[config.mk]
export PLATFORM = sky130hd
export DESIGN_NAME = cal_coef_ctrl
export DESIGN_NICKNAME = d
export VERILOG_FILES = /design/src/rtl/cal_pkg.sv /design/src/rtl/cal_bus_decode.sv /design/src/rtl/cal_sequencer.sv /design/src/rtl/cal_mem_model.sv /design/src/rtl/cal_coef_ctrl.sv
export SDC_FILE = /design/constraint.sdc
export NUM_CORES = 1
export LEC_CHECK = 0
export ABC_AREA = 1
export BUFFER_PORTS_ARGS = -buffer_cell sky130_fd_sc_hd__buf_4
export CORE_UTILIZATION = 51
export CTS_CLUSTER_SIZE = 40
export DETAILED_ROUTE_END_ITERATION = 10
export PLACE_DENSITY = 0.65
export SETUP_SLACK_MARGIN = 0.2
export SLEW_MARGIN = 20
export SYNTH_ARGS = -nofsm -noshare
export SYNTH_HDL_FRONTEND = slang
export SYNTH_SLANG_ARGS = --single-unit
export TNS_END_PERCENT = 10
[constraint.sdc]
create_clock -name clk -period 3 [get_ports clk]
set_clock_uncertainty 0.2 [all_clocks]
set_input_delay 0.75 -clock clk [delete_from_list [all_inputs] [get_ports clk]]
set_output_delay 0.75 -clock clk [all_outputs]
set_load 0.02 [all_outputs]
[src/rtl/cal_pkg.sv]
package cal_pkg;

  localparam int unsigned BUS_AW  = 12;
  localparam int unsigned BUS_DW  = 16;
  localparam int unsigned COEF_AW = 7;
  localparam int unsigned COEF_DW = 8;

  localparam logic [BUS_AW-1:0] OFS_CMD  = 12'h214;
  localparam logic [BUS_AW-1:0] OFS_STAT = 12'h218;
  localparam logic [BUS_AW-1:0] OFS_KEY  = 12'h244;

  localparam logic [COEF_DW-1:0] UNLOCK_CODE = 8'hA5;

  typedef enum logic [1:0] {
    SQ_IDLE  = 2'd0,
    SQ_READ  = 2'd1,
    SQ_WRITE = 2'd2
  } seq_state_e;

  typedef struct packed {
    logic               rnw;
    logic [COEF_AW-1:0] addr;
    logic [COEF_DW-1:0] wdata;
  } cmd_t;

  // Power-up content of the coefficient array.
  function automatic logic [COEF_DW-1:0] preset_byte(input logic [COEF_AW-1:0] a);
    logic [COEF_DW-1:0] w;
    w = {1'b0, a};
    return (w * 8'd3) ^ 8'h5A;
  endfunction

  function automatic cmd_t unpack_cmd(input logic [BUS_DW-1:0] w);
    return cmd_t'(w);
  endfunction

  function automatic logic [BUS_DW-1:0] pack_status(input logic [COEF_DW-1:0] d,
                                                    input logic busy,
                                                    input logic done);
    return {d, 6'b000000, busy, done};
  endfunction

endpackage

[src/rtl/cal_bus_decode.sv]
module cal_bus_decode
  import cal_pkg::*;
(
  input  logic              clk,
  input  logic              rst_n,
  input  logic [BUS_AW-1:0] bus_addr,
  input  logic              bus_wr,
  input  logic [1:0]        bus_be,
  input  logic [BUS_DW-1:0] bus_wdata,
  output logic              cmd_fire,
  output cmd_t              cmd,
  output logic              key_wr,
  output logic              unlocked
);

  logic [COEF_DW-1:0] key_q;

  assign cmd_fire = bus_wr && (bus_addr == OFS_CMD) && (bus_be == 2'b11);
  assign cmd      = unpack_cmd(bus_wdata);
  assign key_wr   = bus_wr && (bus_addr == OFS_KEY) && bus_be[1];

  always_ff @(posedge clk or negedge rst_n) begin
    if (!rst_n) begin
      key_q <= '0;
    end else if (key_wr) begin
      key_q <= bus_wdata[BUS_DW-1 -: COEF_DW];
    end
  end

  assign unlocked = (key_q == UNLOCK_CODE);

endmodule

[src/rtl/cal_sequencer.sv]
module cal_sequencer
  import cal_pkg::*;
#(
  parameter int unsigned LATENCY = 8
) (
  input  logic               clk,
  input  logic               rst_n,
  input  logic               cmd_fire,
  input  cmd_t               cmd,
  input  logic               unlocked,
  input  logic [COEF_DW-1:0] mem_q,
  output logic               cmd_accept,
  output logic               seq_busy,
  output logic               access_done,
  output logic               wr_busy,
  output logic               rd_done,
  output logic [COEF_DW-1:0] rd_byte,
  output logic [COEF_AW-1:0] mem_addr,
  output logic               mem_we,
  output logic [COEF_DW-1:0] mem_wdata
);

  localparam int unsigned CNT_W = (LATENCY > 1) ? $clog2(LATENCY) : 1;
  localparam logic [CNT_W-1:0] CNT_LOAD = CNT_W'(LATENCY - 1);

  seq_state_e         state_q;
  logic [CNT_W-1:0]   cnt_q;
  logic [COEF_AW-1:0] addr_q;
  logic [COEF_DW-1:0] wdata_q;
  logic               done_q;
  logic [COEF_DW-1:0] byte_q;

  assign seq_busy    = (state_q != SQ_IDLE);
  assign cmd_accept  = cmd_fire && !seq_busy && (cmd.rnw || unlocked);
  assign access_done = seq_busy && (cnt_q == '0);

  always_ff @(posedge clk or negedge rst_n) begin
    if (!rst_n) begin
      state_q <= SQ_IDLE;
      cnt_q   <= '0;
      addr_q  <= '0;
      wdata_q <= '0;
      done_q  <= 1'b0;
      byte_q  <= '0;
    end else begin
      unique case (state_q)
        SQ_IDLE: begin
          if (cmd_accept) begin
            state_q <= cmd.rnw ? SQ_READ : SQ_WRITE;
            cnt_q   <= CNT_LOAD;
            addr_q  <= cmd.addr;
            wdata_q <= cmd.wdata;
            done_q  <= 1'b0;
          end
        end
        SQ_READ, SQ_WRITE: begin
          if (access_done) begin
            state_q <= SQ_IDLE;
            if (state_q == SQ_READ) begin
              byte_q <= mem_q;
              done_q <= 1'b1;
            end
          end else begin
            cnt_q <= cnt_q - 1'b1;
          end
        end
        default: state_q <= SQ_IDLE;
      endcase
    end
  end

  assign wr_busy   = (state_q == SQ_WRITE);
  assign rd_done   = done_q;
  assign rd_byte   = byte_q;
  assign mem_addr  = addr_q;
  assign mem_we    = (state_q == SQ_WRITE) && access_done;
  assign mem_wdata = wdata_q;

endmodule

[src/rtl/cal_mem_model.sv]
module cal_mem_model
  import cal_pkg::*;
(
  input  logic               clk,
  input  logic               rst_n,
  input  logic [COEF_AW-1:0] addr,
  input  logic               we,
  input  logic [COEF_DW-1:0] wdata,
  output logic [COEF_DW-1:0] q
);

  localparam int unsigned DEPTH = 1 << COEF_AW;

  logic [COEF_DW-1:0] mem_q [DEPTH];

  always_ff @(posedge clk or negedge rst_n) begin
    if (!rst_n) begin
      for (int i = 0; i < DEPTH; i++) begin
        mem_q[i] <= preset_byte(COEF_AW'(i));
      end
    end else if (we) begin
      mem_q[addr] <= wdata;
    end
  end

  assign q = mem_q[addr];

endmodule

[src/rtl/cal_coef_ctrl.sv]
module cal_coef_ctrl
  import cal_pkg::*;
#(
  parameter int unsigned LATENCY = 8
) (
  input  logic              clk,
  input  logic              rst_n,
  input  logic [11:0]       bus_addr,
  input  logic              bus_wr,
  input  logic [1:0]        bus_be,
  input  logic [15:0]       bus_wdata,
  output logic [15:0]       bus_rdata
);

  cmd_t               cmd;
  logic               cmd_fire;
  logic               cmd_accept;
  logic               key_wr;
  logic               unlocked;
  logic               seq_busy;
  logic               access_done;
  logic               wr_busy;
  logic               rd_done;
  logic [COEF_DW-1:0] rd_byte;
  logic [COEF_AW-1:0] mem_addr;
  logic               mem_we;
  logic [COEF_DW-1:0] mem_wdata;
  logic [COEF_DW-1:0] mem_q;

  cal_bus_decode u_dec (
    .clk       (clk),
    .rst_n     (rst_n),
    .bus_addr  (bus_addr),
    .bus_wr    (bus_wr),
    .bus_be    (bus_be),
    .bus_wdata (bus_wdata),
    .cmd_fire  (cmd_fire),
    .cmd       (cmd),
    .key_wr    (key_wr),
    .unlocked  (unlocked)
  );

  cal_sequencer #(.LATENCY(LATENCY)) u_seq (
    .clk         (clk),
    .rst_n       (rst_n),
    .cmd_fire    (cmd_fire),
    .cmd         (cmd),
    .unlocked    (unlocked),
    .mem_q       (mem_q),
    .cmd_accept  (cmd_accept),
    .seq_busy    (seq_busy),
    .access_done (access_done),
    .wr_busy     (wr_busy),
    .rd_done     (rd_done),
    .rd_byte     (rd_byte),
    .mem_addr    (mem_addr),
    .mem_we      (mem_we),
    .mem_wdata   (mem_wdata)
  );

  cal_mem_model u_mem (
    .clk   (clk),
    .rst_n (rst_n),
    .addr  (mem_addr),
    .we    (mem_we),
    .wdata (mem_wdata),
    .q     (mem_q)
  );

  always_comb begin
    bus_rdata = '0;
    if (bus_addr == OFS_STAT) begin
      bus_rdata = pack_status(rd_byte, wr_busy, rd_done);
    end
  end

endmodule

After elaboration in Yosys (flattened, before gate mapping)

Cells that the tools add are included.

Order comparisons: 2
$add $sub $neg: 1
Bitwise gates (word level): 1
Shifts and indexed selects: 0
Reduce and logical (&&, ||, !) cells: 21
Mux-type cells: 18
Multipliers: 0
Equality and inequality tests: 11
Divide/modulo/power cells: 0

Operators by type and width:

| kind                   | count |
|---|---|
| $bwmux W1024           | 1 |
| $bmux W8 S7            | 1 |
| $demux W8 S7           | 1 |
| $eq A12 B10 Y1 const B | 3 |
| $mux W8                | 3 |
| $mux W16               | 1 |
| $logic_and A1 B1 Y1    | 9 |
| $eq A8 B8 Y1 const B   | 1 |
| $ge A8 B8 Y1 const B   | 1 |
| $lt A8 B1 Y1 const B   | 1 |
| $not A7 Y8             | 1 |
| $mux W2                | 3 |
| $mux W3                | 2 |
| $pmux W3 S2            | 1 |
| $reduce_and A3 Y1      | 2 |
| $eq A2 B2 Y1 const B   | 2 |
| $ne A2 B1 Y1 const B   | 2 |
| $ne A2 B2 Y1 const B   | 2 |
| $pmux W2 S2            | 1 |
| $reduce_and A2 Y1      | 2 |
| $reduce_and A4 Y1      | 1 |
| $reduce_bool A2 Y1     | 2 |
| $logic_not A3 Y1       | 1 |
| $mux W1                | 3 |
| 7 further kinds        | 7 |

Bits in latches: 0
Bits in writable memories: 0
Memory bits (read-only): 0
Memories: 0
Flip-flop bits (word level): 1,061
Input port bits: 33
Word-level logic and storage cells: 189

Depth between registers and ports, before layout

Gate-level depths: netlist of the first run.

Word-level depth: 7
Gate-level depth with buffers: 15

Hierarchy

From an unflattened synthesis of the first run, not the netlist that was laid out.

Cells, all modules: 6,950
Area total of the unflattened synthesis: 51,453.1 µm²

By module, submodules not included:

| module         | instances | area an instance (µm²) | cells each |
|---|---|---|---|
| cal_mem_model  | 1         | 49,303.5               | 6,673 |
| cal_sequencer  | 1         | 1,376.3                | 157 |
| cal_bus_decode | 1         | 571.8                  | 74 |
| cal_coef_ctrl  | 1         | 201.4                  | 46 |

Worst setup path before layout of the first run

OpenSTA, ideal clock, no wires.

Path type: input -> output
Start: input port bus_addr[8]
End: output port bus_rdata[0]
Data required time: 2.050 ns
Arrival time: 1.844 ns
Slack: 0.206 ns
Stages on the path: 3
Cell sequence: nor4_1 -> nand4_1 -> nor2_1

Word-level cells in the longest chain between the ends: 2

Ends and longest elaborated chain:

| what           | RTL line            | RTL |
|---|---|---|
| from (decl)    | cal_coef_ctrl.sv:8  | `input logic [11:0] bus_addr,` |
| $eq A12 B10 Y1 | cal_coef_ctrl.sv:72 | `if (bus_addr == OFS_STAT) begin` |
| $mux W16       | cal_coef_ctrl.sv:72 |  |
| to (decl)      | cal_coef_ctrl.sv:12 | `output logic [15:0] bus_rdata` |

Every way passes these cells.

Worst setup path in the final report of the first run

Start: input port bus_addr[10]
End: output port bus_rdata[12]

The elaborated chain is that of the path after synthesis.

==> impl_results.md, run 1 <==
* Via count at 43100
* Deepest level of the CTS H-tree at 3
* Worst setup EP type: output port
* Number of sinks on the clock net at 1061
* Kind of cell with the highest combined delay on the critical path: buffers and inverters
* Initial DRC count at 4128
* GRT Residual Overflow at 0
* Flop2flop setup slack at 180 ps
* Arrival time reported for the critical path endpoint at 1950 ps
* Hold path depth at 3
* Kind of path behind the tightest hold check: primary input to register
* Post-synthesis cell area at 51100 sq um
* Share of the clock period used by the worst path after layout at 96.6%
* Number of maximum-capacitance constraint violations at 0
* Fraction of final layout cells with drive strength greater than 1 at 16.1%
* Filler Cell Count at 9089
* Asr flop ratio synth at 100%
* Library cell appearing most often on the critical path: buf_4
* Top Ports at 49
* Horiz. Die Dim at 318 microns
* Global-route wire length before repair at 240000 microns
* Startpoint class of the critical path: primary input
* Count of warnings emitted by yosys at 0
* Area taken by multi-input logic gates at 21600 sq um
* Area of the die at 101000 sq um
* Final setup violation count at 0
* Leakage power summed over all cells at 27.4 nW
* Signed area change from the synthesized netlist to the final layout at 12.3%
* Num CTS Buffers at 112
* Number of global-route vias before repair at 41300
* Total core area at 98900 sq um
* Worst Tran Pin Value at 812 ps
* Reg-to-Reg End: u_seq.rd_byte[1]$_DFFE_PN0P_
* Number of standard cells after synthesis at 6715
* Slew margin rel. at 45.8%
* Ys flop type: dfrtp_1
* Final routed DRC violation total at 0
* Slowest library cell on the worst path: nor4_2
* Final RePlAce weighted congestion at 0.943
* Count of flip-flops with a built-in enable after synthesis at 0
* Worst setup slack after layout at 103 ps
* Post-Route Setup TNS at 0 ps
* Clk root buf: clkbuf_16
* Cell total after placement at 7780
* Chip Height at 318 microns
* Worst R2R Path Depth at 11
* Stage delay of the slowest cell on the critical path at 250 ps
* Clock tree buffer depth at 3
* Status: complete, no violations
* Final critical delay including setup and external delays at 2900 ps
* Final count of pins violating max slew at 0
* Sequential share of the synthesized area at 53.2%
* CP Buf/Inv Count at 4
* Number of storage elements in the synthesis netlist at 1061
* End point of the worst hold path: u_seq.mem_wdata[0]$_DFFE_PN0P_
* Per-cell routed wire length at 18.7 microns
* Worst setup path class: primary input to output port
* Final core area utilization at 58.0%
* Routed via count divided by cell count at 5.39
* Sequential cell area at 27200 sq um
* Total iterations of the first detailed-routing run at 5
* Placement row count at 115
* Launching point of the worst reg2reg path: u_seq.mem_addr[0]$_DFFE_PN0P_
* Hold_sp: bus_wdata[0]
* Half-perimeter wire length of the detailed placement result at 93300 microns
* Largest driver fanout on the critical path at 8
* Fmax at 345 MHz
* Cell variety after synth at 31
* Cell chain of the critical path: buf_6, nor4_2, buf_4, nand4_1, buf_8, nor2_2, buf_4
* Clk slew on worst S/H paths at 60 ps
* Clk_lat worst skew at 700 ps
* Pwr per Cell Area at 503 nW/um^2
* Number of nets in the layout at 6658
* Required time worst endpoint at 2050 ps
* Buffers added on ports at 42
* Fin cells at 8004
* Detail Route Antenna Nets at 0
* Effective utilization at floorplan at 51.7%
* Final wirelength at 149000 microns
* Mean cell area of the mapped netlist at 7.60 sq um
* TritonCTS clock tree: built
* Unrepaired setup endpoints after global routing: true
* Global-route total usage across every layer at 29.8%
* Final number of hold-violating endpoints at 0
* Worst IR drop on VDD at 0.000447 V
* Number of antenna violations at the first check in global routing at 0
* Number of diodes added for antenna fixing at 0
* Largest net degree at the start of global routing at 95
* Setup Slack @ Placement at 18.6 ps
[stage by stage]
stage	power (mW)	hold WS (ps)	instance area (sq um)
floorplan	14.6	242	51100
global placement	15.0	260	53300
detailed placement	15.0	265	53300
CTS	29.1	25.0	57200
global route	29.7	38.9	57300
finish	28.8	58.0	57300
[kinds of logic after synthesis]
logic type / Yosys count / share of synthesized area [%]
adders and majority gates: 6 / 0.147
buffers and inverters: 558 / 4.75
and+or+nand+nor: 3927 / 30.4
other: 1 / 0.00734
DFF: 1061 / 53.2
AOI/OAI and AO/OA: 1162 / 11.5
[layout make-up]
class / count / area share (%)
sequential: 1061 / 47.4
multi-input combinational: 5101 / 37.7
clock buffer: 187 / 6.03
timing repair buffer: 243 / 4.82
tap: 1287 / 2.81
inverter: 100 / 0.738
clock inverter: 25 / 0.463
[Yosys cell counts (2+ instances only)]
cell type / number / area [sq um]
dfstp_2: 491 / 12900
nor3_1: 2 / 10.0
nor2_2: 6 / 37.5
inv_1: 93 / 349
nand3_1: 26 / 130
nand4_1: 30 / 188
a21oi_1: 41 / 205
nand2_4: 50 / 563
buf_6: 22 / 248
nand2_1: 3626 / 13600
nor3_4: 3 / 48.8
o21ai_1: 17 / 85.1
nor2_4: 19 / 214
buf_4: 6 / 45.0
nor2_1: 121 / 454
buf_1: 16 / 60.1
clkbuf_1: 301 / 1130
inv_2: 6 / 22.5
nor4_1: 2 / 12.5
o211ai_1: 15 / 113
nand2_2: 30 / 188
dfrtp_1: 570 / 14300
o21ai_0: 1087 / 5440
ha_1: 6 / 75.1
buf_2: 113 / 566
or2_2: 11 / 68.8
[routing by layer]
metal / part of all wire [%] / GRT usage [%] / vias to the layer above
met2: 45 / 46.6 / 1303
li1: - / - / 20900
met1: 46 / 42.9 / 20700
met3: 6.3 / 4.60 / 241
met4: 2.9 / 8.90 / 0
met5: 0 / 0 / -
[layout by cell type, fill, tap and decap left out, types with 3 or more instances in the layout]
master	n
dfstp_2	491
nor2_2	9
clkbuf_8	29
nand4_1	30
nor2_1	111
o21ai_0	1087
clkinv_2	18
conb_1	6
buf_4	160
nand3_1	26
nor2_4	26
nand2_1	3597
or2_2	11
a21oi_1	41
o21ai_1	17
o211ai_1	15
bufinv_16	5
nor3_4	3
dfrtp_4	3
inv_4	10
nand2_2	59
buf_12	71
buf_6	9
inv_1	83
dfrtp_1	567
ha_1	6
nand2_4	50
clkbuf_1	42
clkbuf_16	116
[worst register-to-register path, cell delays in order (launching register included)]
cell and delay, ps:
dfrtp_4 570, inv_8 400, buf_12 350, nand2_1 160, inv_1 410, nand2_1 130
nand4_1 120, o21a_1 110, nor2_1 40, nand2_1 140, nor2_1 70, nor2_1 90
[power breakdown]
group | switching [mW] | leakage [nW] | total [mW] | internal, mW
Combinational | 0.338 | 12.6 | 0.448 | 0.109
Sequential | 0.00117 | 13.0 | 14.4 | 14.3
Clock | 5.81 | 1.84 | 14.0 | 8.24
Total | 6.15 | 27.4 | 28.8 | 22.7
[flip-flops by register name (all words and copies together), names as in the netlist]
| signal | count |
|---|---|
| u_seq.state_q | 2 |
| u_seq.mem_wdata | 8 |
| u_seq.rd_done | 1 |
| u_seq.cnt_q | 3 |
| u_dec.key_q | 8 |
| u_mem.mem_q | 1024 |
| u_seq.rd_byte | 8 |
| u_seq.mem_addr | 7 |
[worst max-delay path by stage]
stage | startpoint | end | slack [ps] | cells past startpoint
global placement | bus_addr[8] | bus_rdata[14] | 90 | 7
global route | bus_addr[10] | bus_rdata[11] | 30 | 7
CTS | u_seq.mem_addr[0]$_DFFE_PN0P_ | u_mem.mem_q[655]$_DFFE_PN1P_ | 110 | 5
finish | bus_addr[10] | bus_rdata[12] | 100 | 7
detailed placement | bus_addr[5] | bus_rdata[12] | 20 | 6
floorplan | bus_addr[8] | bus_rdata[0] | 210 | 3
[repair_timing]
item	in CTS	in global routing
gates resized for setup	27	34
pin swaps	3	4
hold buffers	1	0
endpoints found under the hold margin	15	0
setup endpoints to repair	127	416
buffers inserted	4	7
No activity file was read; power rests on OpenSTA's default activity.
==> run 2: changes to the inputs <==
==> constraint.sdc (replaced) <==
create_clock -name clk -period 3 [get_ports clk]
set_clock_uncertainty 0.2 [all_clocks]
set_input_delay 0.15 -clock clk [delete_from_list [all_inputs] [get_ports clk]]
set_output_delay 0.15 -clock clk [all_outputs]
set_load 0.02 [all_outputs]
==> impl_results.md, run 2 (synthesis gave the netlist of run 1 again) <==
* Global-route wire length before repair at 237000 microns
* Final critical delay including setup and external delays at 2990 ps
* Final instance area at 57800 sq um
* Largest register FFs at 1024
* Number of antenna violations at the first check in global routing at 0
* Largest driver fanout on the critical path at 8
* Filler Cell Count at 9025
* Clk root buf: clkbuf_16
* Deepest level of the CTS H-tree at 3
* Arrival time reported for the critical path endpoint at 2640 ps
* Final wirelength at 150000 microns
* Slew margin rel. at 38.1%
* Chip Height at 318 microns
* Worst setup slack after layout at 11.0 ps
* Fmax at 335 MHz
* Final RePlAce weighted congestion at 0.895
* GRT Residual Overflow at 0
* Sw Ratio at 21.5%
* Startpoint class of the critical path: primary input
* Leakage power summed over all cells at 27.6 nW
* Half-perimeter wire length of the detailed placement result at 91700 microns
* Horiz. Die Dim at 318 microns
* Num CTS Buffers at 115
* Worst IR drop on VDD at 0.000431 V
* Routed via count divided by cell count at 5.42
* Via count at 43600
* Effective utilization at floorplan at 51.7%
* Largest net degree at the start of global routing at 130
* Placement row count at 115
* Number of nets in the layout at 6704
* Fraction of final layout cells with drive strength greater than 1 at 16.3%
* Buffers added on ports at 42
* Fin cells at 8050
* TritonCTS clock tree: built
* Number of sinks on the clock net at 1061
* Most flops, register: u_mem.mem_q
* Per-cell routed wire length at 18.6 microns
* Worst Tran Pin Value at 925 ps
* Worst setup path class: primary input to output port
* Final count of pins violating max slew at 0
* Signed area change from the synthesized netlist to the final layout at 13.1%
* Clock group share of total power at 49.7%
* Kind of path behind the tightest hold check: primary input to register
* Total iterations of the first detailed-routing run at 5
* Top Ports at 49
* Initial DRC count at 4513
* Global-route total usage across every layer at 29.6%
* Pwr per Cell Area at 509 nW/um^2
* Cell Area, Placed at 53200 sq um
* Number of diodes added for antenna fixing at 0
* Status: complete, no violations
* Share of total power in sequential cells at 48.8%
* Commonest cells after routing, fill and taps aside: 3592 x nand2_1, 1085 x o21ai_0, 567 x dfrtp_1, 491 x dfstp_2, 180 x buf_4
* Net switching power of the design at 6.31 mW
* Clock tree buffer depth at 3
* Final routed DRC violation total at 0
* Area of the die at 101000 sq um
* Number of global-route vias before repair at 41000
* Clk_lat worst skew at 700 ps
* Most common cell after layout, fill and taps aside: nand2_1
* Share of the clock period used by the worst path after layout at 99.6%
* Total core area at 98900 sq um
* Worst setup EP type: output port
* Required time worst endpoint at 2650 ps
* Cell-internal power at 23.1 mW
* Detail Route Antenna Nets at 0
* Post-Route Setup TNS at 0 ps
* Relative contribution of combinational cells to total power at 1.5%
* Cell total after placement at 7781
* Final setup violation count at 0
* Setup Slack @ Placement at 14.3 ps
* Clk slew on worst S/H paths at 60 ps
* Number of maximum-capacitance constraint violations at 0
* Final number of hold-violating endpoints at 0
* Unrepaired setup endpoints after global routing: true
run 2: cell types whose count changed in the layout (fill, tap and decap cells not counted), sizes merged:
| cell | delta |
|---|---|
| clkinv | +7 |
| inv | +3 |
| buf | +1 |
| bufinv | +5 |
| clkbuf | -20 |
| clkinvlp | +8 |
| dlygate4sd3 | +42 |
run 2: final cells by class:
cell class	instances	area [sq um]	area share, %
Clock buffer	167	3370	5.83
Clock inverter	48	536	0.927
Inverter	100	424	0.734
Multi-Input combinational cell	5101	21600	37.4
Sequential cell	1061	27200	47.1
Tap cell	1287	1610	2.79
Timing Repair Buffer	286	3040	5.26
run 2: critical path: stages:
cell and delay (ps):
buf_4 100, dlygate4sd3_1 560, nor4_1 490, nand4_1 360, buf_4 310, nor2_1 420
buf_4 240
run 2: what timing repair did:
item                                    in CTS  in global routing
endpoints found under the hold margin      734                  0
hold buffers                                43                  0
pin swaps                                    1                  4
resized for setup                            1                 43
buffers inserted                             3                  8
endpoints found under the setup margin     247                561
run 2: worst paths after layout:
path / slack, ps / to / start / cells after the start
max: 10 / bus_rdata[9] / bus_addr[7] / 7
min: 50 / u_seq.mem_wdata[5]$_DFFE_PN0P_ / bus_wdata[5] / 4
max reg2reg: 140 / u_seq.rd_byte[0]$_DFFE_PN0P_ / u_seq.mem_addr[0]$_DFFE_PN0P_ / 15
min reg2reg: 270 / u_mem.mem_q[404]$_DFFE_PN1P_ / u_mem.mem_q[404]$_DFFE_PN1P_ / 2
max in group asynchronous: 710 / u_mem.mem_q[209]$_DFFE_PN0P_ / rst_n / 4
min in group asynchronous: 510 / u_mem.mem_q[208]$_DFFE_PN1P_ / rst_n / 3
run 2: power groups by stage:
stage	clock [mW]	combinational (mW)	sequential, mW
2_1_floorplan	0	0.0303	14.6
3_3_place_gp	0	0.420	14.6
3_5_place_dp	0	0.422	14.6
4_1_cts	14.8	0.459	14.3
5_1_grt	15.4	0.505	14.3
6_report	14.6	0.443	14.3
run 2: metrics by stage:
step	power, mW	hold slack [ps]	util [%]
floorplan	14.6	-346	-
finish	29.4	51.8	58.4
global route	30.2	12.8	58.4
CTS	29.6	-2.49	58.2
detailed placement	15.0	-117	53.8
global placement	15.0	-107	53.8
run 2: layer usage:
layer  GRT usage, %  up-vias  share of wire (%)
li1               -    21000                  -
met1           42.7    20900                 45
met2           44.8     1423                 44
met3           4.56      283                6.8
met4           11.5        0                3.8
met5              0        -                  0
